==> config.mk <==
export PLATFORM = sky130hd
export DESIGN_NAME = row_pace_seq
export DESIGN_NICKNAME = d
export VERILOG_FILES = /design/src/rtl/row_pace_pkg.sv /design/src/rtl/row_pace_tick.sv /design/src/rtl/row_pace_timer.sv /design/src/rtl/row_pace_match.sv /design/src/rtl/row_pace_seq.sv
export SDC_FILE = /design/constraint.sdc
export NUM_CORES = 1
export LEC_CHECK = 0
export CORE_MARGIN = 2
export CORE_UTILIZATION = 55
export DETAILED_ROUTE_END_ITERATION = 10
export MAX_ROUTING_LAYER = met4
export PLACE_DENSITY_LB_ADDON = 0.1
export SLEW_MARGIN = 20
export SYNTH_ARGS = -nofsm -noshare
export SYNTH_HDL_FRONTEND = slang
export SYNTH_SLANG_ARGS = --single-unit
==> constraint.sdc <==
create_clock -name clk -period 4.1 [get_ports clk]
set_input_delay 0.41 -clock clk [delete_from_list [all_inputs] [get_ports clk]]
set_output_delay 0.41 -clock clk [all_outputs]
set_load 0.01 [all_outputs]
==> src/rtl/row_pace_pkg.sv <==
package row_pace_pkg;

  typedef enum logic [1:0] {
    OP_PLAY = 2'b00,
    OP_REC  = 2'b01,
    OP_SCAN = 2'b10
  } op_e;

  // Mode pins to operation; the spare code behaves as play.
  function automatic op_e decode_op(input logic [1:0] mode);
    case (mode)
      2'b01:   return OP_REC;
      2'b10:   return OP_SCAN;
      default: return OP_PLAY;
    endcase
  endfunction

  // Length of the current row in timer units (sample ticks, or clocks in scan).
  function automatic int unsigned row_units(input op_e op, input logic first,
                                            input int unsigned row_t,
                                            input int unsigned low_t,
                                            input int unsigned div);
    if (op == OP_SCAN)           return div;
    if (op == OP_REC && first)   return row_t + low_t;
    return row_t;
  endfunction

  // Units at the row's end during which the row clock is low.
  function automatic int unsigned low_units(input op_e op,
                                            input int unsigned low_t,
                                            input int unsigned div);
    if (op == OP_SCAN) return div / 8;
    return low_t;
  endfunction

  // Units in one eighth of a row (one marker segment).
  function automatic int unsigned seg_units(input op_e op,
                                            input int unsigned row_t,
                                            input int unsigned div);
    if (op == OP_SCAN) return div / 8;
    return row_t / 8;
  endfunction

endpackage

==> src/rtl/row_pace_tick.sv <==
module row_pace_tick #(
  parameter int unsigned TICK_DIV = 128
) (
  input  logic clk,
  input  logic rst_n,
  input  logic clr,
  input  logic run,
  output logic tick
);
  localparam int DW = (TICK_DIV > 1) ? $clog2(TICK_DIV) : 1;
  localparam logic [DW-1:0] LAST = DW'(TICK_DIV - 1);

  logic [DW-1:0] div_q;

  assign tick = run && !clr && (div_q == LAST);

  always_ff @(posedge clk) begin
    if (!rst_n)               div_q <= '0;
    else if (clr || !run)     div_q <= '0;
    else if (div_q == LAST)   div_q <= '0;
    else                      div_q <= div_q + 1'b1;
  end
endmodule

==> src/rtl/row_pace_timer.sv <==
module row_pace_timer
  import row_pace_pkg::*;
#(
  parameter int unsigned ROW_TICKS = 1600,
  parameter int unsigned LOW_TICKS = 200,
  parameter int unsigned TICK_DIV  = 128
) (
  input  logic       clk,
  input  logic       rst_n,
  input  logic       restart,
  input  logic       restart_rec,
  input  logic       unit,
  input  logic       busy,
  input  op_e        op,
  output logic       row_done,
  output logic       seg_hit,
  output logic [2:0] seg_idx,
  output logic       low_phase
);
  localparam int unsigned UNIT_MAX = ROW_TICKS + LOW_TICKS + TICK_DIV;
  localparam int UW = $clog2(UNIT_MAX + 1);

  logic [UW-1:0] cnt_q, seg_cnt_q;
  logic [2:0]    idx_q;
  logic          first_q, segs_over_q;
  logic [UW-1:0] len_u, low_u, seg_u;
  logic          step, seg_end;

  assign len_u = UW'(row_units(op, first_q, ROW_TICKS, LOW_TICKS, TICK_DIV));
  assign low_u = UW'(low_units(op, LOW_TICKS, TICK_DIV));
  assign seg_u = UW'(seg_units(op, ROW_TICKS, TICK_DIV));

  assign step      = busy && unit;
  assign row_done  = step && (cnt_q == len_u - 1'b1);
  assign seg_end   = step && (seg_cnt_q == seg_u - 1'b1) && !segs_over_q;
  assign seg_hit   = seg_end;
  assign seg_idx   = idx_q;
  assign low_phase = busy && (cnt_q >= len_u - low_u);

  always_ff @(posedge clk) begin
    if (!rst_n) begin
      cnt_q       <= '0;
      seg_cnt_q   <= '0;
      idx_q       <= '0;
      first_q     <= 1'b0;
      segs_over_q <= 1'b0;
    end else if (restart) begin
      cnt_q       <= '0;
      seg_cnt_q   <= '0;
      idx_q       <= '0;
      first_q     <= restart_rec;
      segs_over_q <= 1'b0;
    end else if (step) begin
      if (row_done) begin
        cnt_q       <= '0;
        seg_cnt_q   <= '0;
        idx_q       <= '0;
        first_q     <= 1'b0;
        segs_over_q <= 1'b0;
      end else begin
        cnt_q <= cnt_q + 1'b1;
        if (seg_end) begin
          seg_cnt_q <= '0;
          if (idx_q == 3'd7) segs_over_q <= 1'b1;
          else               idx_q <= idx_q + 1'b1;
        end else begin
          seg_cnt_q <= seg_cnt_q + 1'b1;
        end
      end
    end
  end
endmodule

==> src/rtl/row_pace_match.sv <==
module row_pace_match (
  input  logic       seg_hit,
  input  logic [2:0] seg_idx,
  input  logic [7:0] marker_bits,
  output logic       hit
);
  logic [7:0] hit_vec;

  for (genvar k = 0; k < 8; k++) begin : g_pos
    assign hit_vec[k] = seg_hit && (seg_idx == 3'(k)) && marker_bits[k];
  end

  assign hit = |hit_vec;
endmodule

==> src/rtl/row_pace_seq.sv <==
module row_pace_seq
  import row_pace_pkg::*;
#(
  parameter int unsigned ROWS      = 2400,
  parameter int unsigned ROW_TICKS = 1600,
  parameter int unsigned LOW_TICKS = 200,
  parameter int unsigned TICK_DIV  = 128,
  localparam int RW = (ROWS > 1) ? $clog2(ROWS) : 1
) (
  input  logic          clk,
  input  logic          rst_n,
  input  logic          start,
  input  logic          stop,
  input  logic [1:0]    mode,
  input  logic          load_addr,
  input  logic [RW-1:0] start_row,
  input  logic [7:0]    marker_bits,
  output logic [RW-1:0] row_ptr,
  output logic          row_clk,
  output logic          busy,
  output logic          msg_end,
  output logic          mem_full
);
  localparam logic [RW-1:0] LAST_ROW = RW'(ROWS - 1);

  op_e        op_q, op_next;
  logic       tick, unit;
  logic       row_done, seg_hit, low_phase, marker_hit;
  logic [2:0] seg_idx;
  logic       marker_evt, on_last;

  assign op_next    = decode_op(mode);
  assign unit       = (op_q == OP_SCAN) ? busy : tick;
  assign on_last    = (row_ptr == LAST_ROW);
  assign marker_evt = busy && marker_hit && (op_q != OP_REC);
  assign row_clk    = !low_phase;

  row_pace_tick #(.TICK_DIV(TICK_DIV)) u_tick (
    .clk  (clk),
    .rst_n(rst_n),
    .clr  (start),
    .run  (busy),
    .tick (tick)
  );

  row_pace_timer #(
    .ROW_TICKS(ROW_TICKS),
    .LOW_TICKS(LOW_TICKS),
    .TICK_DIV (TICK_DIV)
  ) u_timer (
    .clk        (clk),
    .rst_n      (rst_n),
    .restart    (start),
    .restart_rec(op_next == OP_REC),
    .unit       (unit),
    .busy       (busy),
    .op         (op_q),
    .row_done   (row_done),
    .seg_hit    (seg_hit),
    .seg_idx    (seg_idx),
    .low_phase  (low_phase)
  );

  row_pace_match u_match (
    .seg_hit    (seg_hit),
    .seg_idx    (seg_idx),
    .marker_bits(marker_bits),
    .hit        (marker_hit)
  );

  always_ff @(posedge clk) begin
    if (!rst_n) begin
      busy     <= 1'b0;
      row_ptr  <= '0;
      op_q     <= OP_PLAY;
      msg_end  <= 1'b0;
      mem_full <= 1'b0;
    end else begin
      msg_end  <= 1'b0;
      mem_full <= 1'b0;
      if (start) begin
        busy <= 1'b1;
        op_q <= op_next;
        if (load_addr) row_ptr <= start_row;
      end else if (stop) begin
        busy <= 1'b0;
      end else if (busy) begin
        if (marker_evt) begin
          busy <= 1'b0;
          if (op_q == OP_SCAN) begin
            if (on_last) mem_full <= 1'b1;
            else begin
              msg_end <= 1'b1;
              row_ptr <= row_ptr + 1'b1;
            end
          end else begin
            msg_end <= 1'b1;
          end
        end else if (row_done) begin
          if (on_last) begin
            busy     <= 1'b0;
            mem_full <= 1'b1;
          end else begin
            row_ptr <= row_ptr + 1'b1;
          end
        end
      end
    end
  end
endmodule

==> reports/summary.txt, run 1 <==
flops & latches, synth: 51
Max Clock Freq: 293 MHz
Cell variety after synth: 68
RR Startpoint: u_tick.div_q[0]$_SDFF_PP0_
setup repair bufs after CTS: 0
syn avg cell area: 8.60 um2
Global Route Usage Sum: 22.7%
CTS Root Cell: clkbuf_8
CP required: 3.69 ns
largest net degree at the start of global routing: 29
final cell count without fillers: 459
first-pass GRT wire length: 11,000 um
Synth area leader: dfxtp_1
total CTS buffers: 5
DIE AREA: 6080 um2
Site Rows: 26
Vias/cell: 5.72
cts hold-fix bufs: 0
total number of vias: 2,625
gpl congestion: 0.883
drt pass-1 iters: 5
largest cells by area after synthesis: dfxtp_1 (34%), ha_1 (8.7%), nor2_1 (7.0%)
final setup violation count: 0
width of the die: 78 um
buffers from clock root to sink, at most: 2
initial DRC count: 209
Slew HR: 28.5%
synth cell count leaders: nor2_1 (56), dfxtp_1 (51), nand2_1 (32), ha_1 (21), a21oi_1 (19)
area of the mapped netlist: 3010 um2
Critical Path Source: op_q[0]$_SDFFE_PN0P_
grt ovf: 0
Setup CP Type: reg -> out
remaining antenna violation count: 0
async set or reset register ratio after synthesis: 0%
Post-synth EDFFs: 0
Hold Path Origin: u_tick.div_q[0]$_SDFF_PP0_
dpl hpwl: 4790 um
Pleak: 1.32 nW
# clock sinks: 51
post-synthesis instance total: 350
Synth Flop Type: dfxtp_1
Yosys warning total: 0
Nets: 437
Hold Slack: 0.478 ns
cts repair resizes: 0
TNS Setup: 0 ns
vias in the first global route: 2,399
final hold viol count: 0
CP Capture Type: output pin
Max FO, Critical Path: 4
PwrDens: 271 nW/um2
most common cell in the netlist: nor2_1
Max-Cap Viols: 0
final period demand of the worst path: 3.42 ns
fin. max-slew vios: 0
Total Wirelength: 6450 um
VDD IR-drop max: 0.161 mV
I/O Buffers: 42
sequential-to-total area share from yosys stat: 33.9%
crit path DAT: 3.01 ns
Tcrit/Tclk final: 83.3%
Syn Nets: 398
core area: 5200 um2
H-tree lvl count: 2
layout cells sized above 1: 8.23%
Worst Setup Start Kind: register
Post-route DRC: 0
Skew-Pair Late Insertion Delay: 0.30 ns
clk_skew: 0.00747 ns
initial antenna violation count: 0
min-delay worst type: reg -> reg
drt wl/cell: 14.0 um
Placed Instances: 452
# diodes: 0
CTS tree: built
RSZ-0062 raised after global routing: false
Least-Margin Pin Slew: 1.07 ns
Starting Density: 57.9%
status: finished, final reports clean
clock slew at reported path FFs: 0.09 ns
top cell type's share of synthesized area: 33.9%
Area Overhead vs Synth: 17.9%
# IOs: 43
Die Ht: 78 um
==> sequential cells by signal (all words and copies together), names as in the netlist, 2 cells and up <==
signal             cells
row_ptr               12
op_q                   2
u_timer.cnt_q         11
u_timer.seg_cnt_q     11
u_timer.seg_idx        3
u_tick.div_q           7
==> cell families (layout without fill, tap and decap cells) <==
logic type	count (synthesis)	count (layout)	share of synthesized area [%]
and+or+nand+nor	157	157	28.0
AOI/OAI and AO/OA	62	62	14.9
DFF	51	51	33.9
buffers and inverters	29	68	5.11
xor gates and xnor gates	25	25	7.27
adders and majority gates	21	21	8.72
muxes	5	5	2.12
==> critical path, stage by stage (launching register included) <==
cell and delay (ns):
dfxtp_1 0.40, inv_1 0.08, nor3b_2 0.35, inv_2 0.13, ha_1 0.29, inv_1 0.04
ha_1 0.28, o21a_1 0.10, o21ai_0 0.14, a21boi_0 0.09, o21ai_0 0.15, a21o_1 0.13
clkdlybuf4s50_1 0.52
==> final timing paths <==
check | to | slack (ns) | cells past startpoint
max | row_clk | 0.68 | 12
min | u_tick.div_q[0]$_SDFF_PP0_ | 0.48 | 1
max reg2reg | row_ptr[6]$_SDFFE_PN0P_ | 1.15 | 8
min reg2reg | u_tick.div_q[0]$_SDFF_PP0_ | 0.48 | 1
==> layout make-up <==
cell class / instances / area, um2
clock buffer: 5 / 68.8
fill: 452 / 1650
tap: 70 / 87.6
timing repair buffer: 44 / 435
clock inverter: 2 / 37.5
inverter: 17 / 63.8
multi-input combinational: 270 / 1840
sequential: 51 / 1020
==> cells in the final DEF (no fill, tap or decap), types with 5 or more instances in the layout <==
master / instances
a31oi_1: 6
nand3_1: 14
o21ai_0: 6
and4_1: 5
nor2_1: 56
clkbuf_8: 5
xor2_1: 17
nor3b_1: 5
inv_1: 16
xnor2_1: 8
clkdlybuf4s50_1: 42
a21oi_1: 19
and3_1: 8
ha_1: 21
dfxtp_1: 51
nand2_1: 32
==> metrics by stage <==
stage / setup slack, ns / cell area, um2 / utilization, % / power, W
6_report: 0.684 / 3550 / 68.2 / 0.000962
5_1_grt: 0.433 / 3550 / 68.2 / 0.000999
4_1_cts: 0.676 / 3550 / 68.2 / 0.000969
3_5_place_dp: 0.890 / 3440 / 66.2 / 0.000631
3_3_place_gp: 0.980 / 3440 / 66.2 / 0.000629
2_1_floorplan: 1.48 / 3010 / - / 0.000582
==> power breakdown <==
part           switching [W]  leakage (nW)  total [W]  internal (W)
sequential         0.0000140         0.413   0.000518      0.000504
combinational      0.0000459         0.857   0.000102     0.0000558
clock               0.000164        0.0502   0.000342      0.000178
==> routing by layer <==
layer / global-route usage [%] / up-vias / part of all wire (%)
met5: - / - / 0
met4: 5.79 / 0 / 1.0
met3: 3.84 / 7 / 4.8
met2: 37.0 / 75 / 45
met1: 29.6 / 1215 / 49
li1: - / 1328 / -
No activity file was read; power rests on OpenSTA's default activity.
==> inputs of run 2 (changes only) <==
--- a/config.mk
+++ b/config.mk
@@ -6,7 +6,7 @@
 export NUM_CORES = 1
 export LEC_CHECK = 0
 export CORE_MARGIN = 2
-export CORE_UTILIZATION = 55
+export CORE_UTILIZATION = 49
 export DETAILED_ROUTE_END_ITERATION = 10
 export MAX_ROUTING_LAYER = met4
 export PLACE_DENSITY_LB_ADDON = 0.1
==> constraint.sdc (replaced) <==
create_clock -name clk -period 3.11 [get_ports clk]
set_input_delay 0.311 -clock clk [delete_from_list [all_inputs] [get_ports clk]]
set_output_delay 0.311 -clock clk [all_outputs]
set_load 0.01 [all_outputs]
==> reports/summary.txt, run 2 (synthesized netlist as in run 1, its figures left out) <==
Biggest register: row_ptr
Total Wirelength: 6800 um (+5.5%)
FF/Latch Area: 1020 um2 (+0.12%)
VDD IR-drop max: 0.204 mV (+27%)
Max Clock Freq: 352 MHz
commonest non-fill, non-tap cells in the layout: nor2_1 (56), dfxtp_1 (50), clkdlybuf4s50_1 (41)
width of the die: 82.4 um (+5.6%)
CTS Root Cell: clkbuf_8
Max FO, Critical Path: 5 (+1)
final setup violation count: 0 (unchanged)
Pleak: 1.35 nW (+2.4%)
cts hold-fix bufs: 0 (unchanged)
crit path DAT: 2.53 ns (-0.48 ns)
# fillers: 548 (+21%)
Post-route DRC: 0 (unchanged)
commonest non-fill, non-tap cell in the layout: nor2_1
buffers from clock root to sink, at most: 2 (unchanged)
initial antenna violation count: 0 (unchanged)
clock slew at reported path FFs: 0.10 ns (about the same)
remaining antenna violation count: 0 (unchanged)
Worst Setup Start Kind: register
max reg flops: 12 (unchanged)
Setup CP Type: reg -> out
Area Overhead vs Synth: 19.6%
vias in the first global route: 2,507 (+4.5%)
Hold Slack: 0.454 ns (-0.0239 ns)
I/O Buffers: 42 (unchanged)
fin. max-slew vios: 0 (unchanged)
grt ovf: 0 (unchanged)
final hold viol count: 0 (unchanged)
Skew-Pair Late Insertion Delay: 0.31 ns (about the same)
total number of vias: 2,634 (+0.34%)
drt pass-1 iters: 6 (+1)
# diodes: 0 (unchanged)
Site Rows: 28 (+7.7%)
layout cells sized above 1: 10.4% (+2.1 points)
Vias/cell: 5.59 (-2.2%)
RSZ-0062 raised after global routing: false
PwrDens: 347 nW/um2 (+28%)
biggest regs: row_ptr (12), u_timer.cnt_q (11), u_timer.seg_cnt_q (11)
drt wl/cell: 14.4 um (+2.8%)
Tcrit/Tclk final: 91.4%
gpl congestion: 0.833 (-5.7%)
area of the multi-input gates: 1840 um2 (+0.34%)
CP required: 2.80 ns (-0.89 ns)
largest net degree at the start of global routing: 28 (-3.4%)
first-pass GRT wire length: 11,000 um (about the same)
final period demand of the worst path: 2.84 ns
core area: 5920 um2 (+14%)
clk_skew: 0.0101 ns (+0.00268 ns)
Nets: 443 (+1.4%)
CP Capture Type: output pin
# clock sinks: 51 (unchanged)
TNS Setup: 0 ns (unchanged)
H-tree lvl count: 2 (unchanged)
Die Ht: 82.4 um (+5.6%)
Starting Density: 50.9% (-7.0 points)
DIE AREA: 6790 um2 (+12%)
CTS tree: built
Power Total: 0.00125 W (+30%)
total CTS buffers: 5 (unchanged)
min-delay worst type: reg -> reg
# IOs: 43 (unchanged)
status: finished, final reports clean
dpl hpwl: 5020 um (+4.8%)
initial DRC count: 133 (-36%)
Global Route Usage Sum: 21.4% (-1.3 points)
Max-Cap Viols: 0 (unchanged)
Slew HR: 62.5% (+34 points)
Least-Margin Pin Slew: 0.562 ns (-0.505 ns)
run 2: path summary, 6_finish.rpt:
path | end | slack (ns) | from | depth (start not counted)
hold reg to reg | u_tick.div_q[0]$_SDFF_PP0_ | 0.45 | u_tick.div_q[0]$_SDFF_PP0_ | 1
setup / recovery | row_clk | 0.27 | op_q[1]$_SDFFE_PN0P_ | 11
setup reg to reg | row_ptr[5]$_SDFFE_PN0P_ | 0.34 | u_timer.seg_idx[0]$_SDFFE_PP0P_ | 9
hold / removal | u_tick.div_q[0]$_SDFF_PP0_ | 0.45 | u_tick.div_q[0]$_SDFF_PP0_ | 1
run 2: per-stage QoR:
stage | utilization [%] | worst slack, ns | cells | instance area [um2]
2_1_floorplan | - | 0.493 | 350 | 3010
3_3_place_gp | 58.7 | 0.219 | 460 | 3470
3_5_place_dp | 58.7 | 0.0942 | 460 | 3470
4_1_cts | 60.8 | 0.128 | 470 | 3600
5_1_grt | 60.8 | 0.0847 | 471 | 3600
6_report | 60.8 | 0.268 | 471 | 3600
run 2: layer usage:
layer,up-vias,GRT usage (%),part of all wire [%]
li1,1335,-,-
met1,1238,26.1,48
met2,55,36.5,47
met3,6,3.70,4.2
met4,0,5.67,0.91
met5,-,-,0
run 2: critical path: stages, from the launching register on:
cell and delay, ns:
dfxtp_1 0.40, nor3b_4 0.30, buf_4 0.16, ha_1 0.23, nor2b_1 0.13, o21a_1 0.15, o21a_1 0.15, o21ai_0 0.14
a21boi_0 0.10, o21ai_0 0.18, a21o_1 0.14, clkbuf_2 0.13
run 2: where the power goes:
part	switching, W	leakage, nW	total [W]	internal [W]
registers	0.0000155	0.413	0.000680	0.000665
clock network	0.000224	0.0505	0.000426	0.000203
logic	0.0000655	0.888	0.000142	0.0000769
total	0.000305	1.35	0.00125	0.000944
run 2: final cells by class:
type | instances | share of cell area, %
inverters | 17 | 1.77
flip-flops and latches | 51 | 28.4
clock inverters | 1 | 0.208
well taps | 75 | 2.61
repair buffers | 50 | 13.2
clock buffers | 7 | 2.67
multi-input cells | 270 | 51.2
run 2: what timing repair did:
item / in CTS / in global routing
pin swaps: 1 / 1
endpoints found under the setup margin: 1 / 1
buffers inserted: 2 / 1
gates resized for setup: 3 / 2
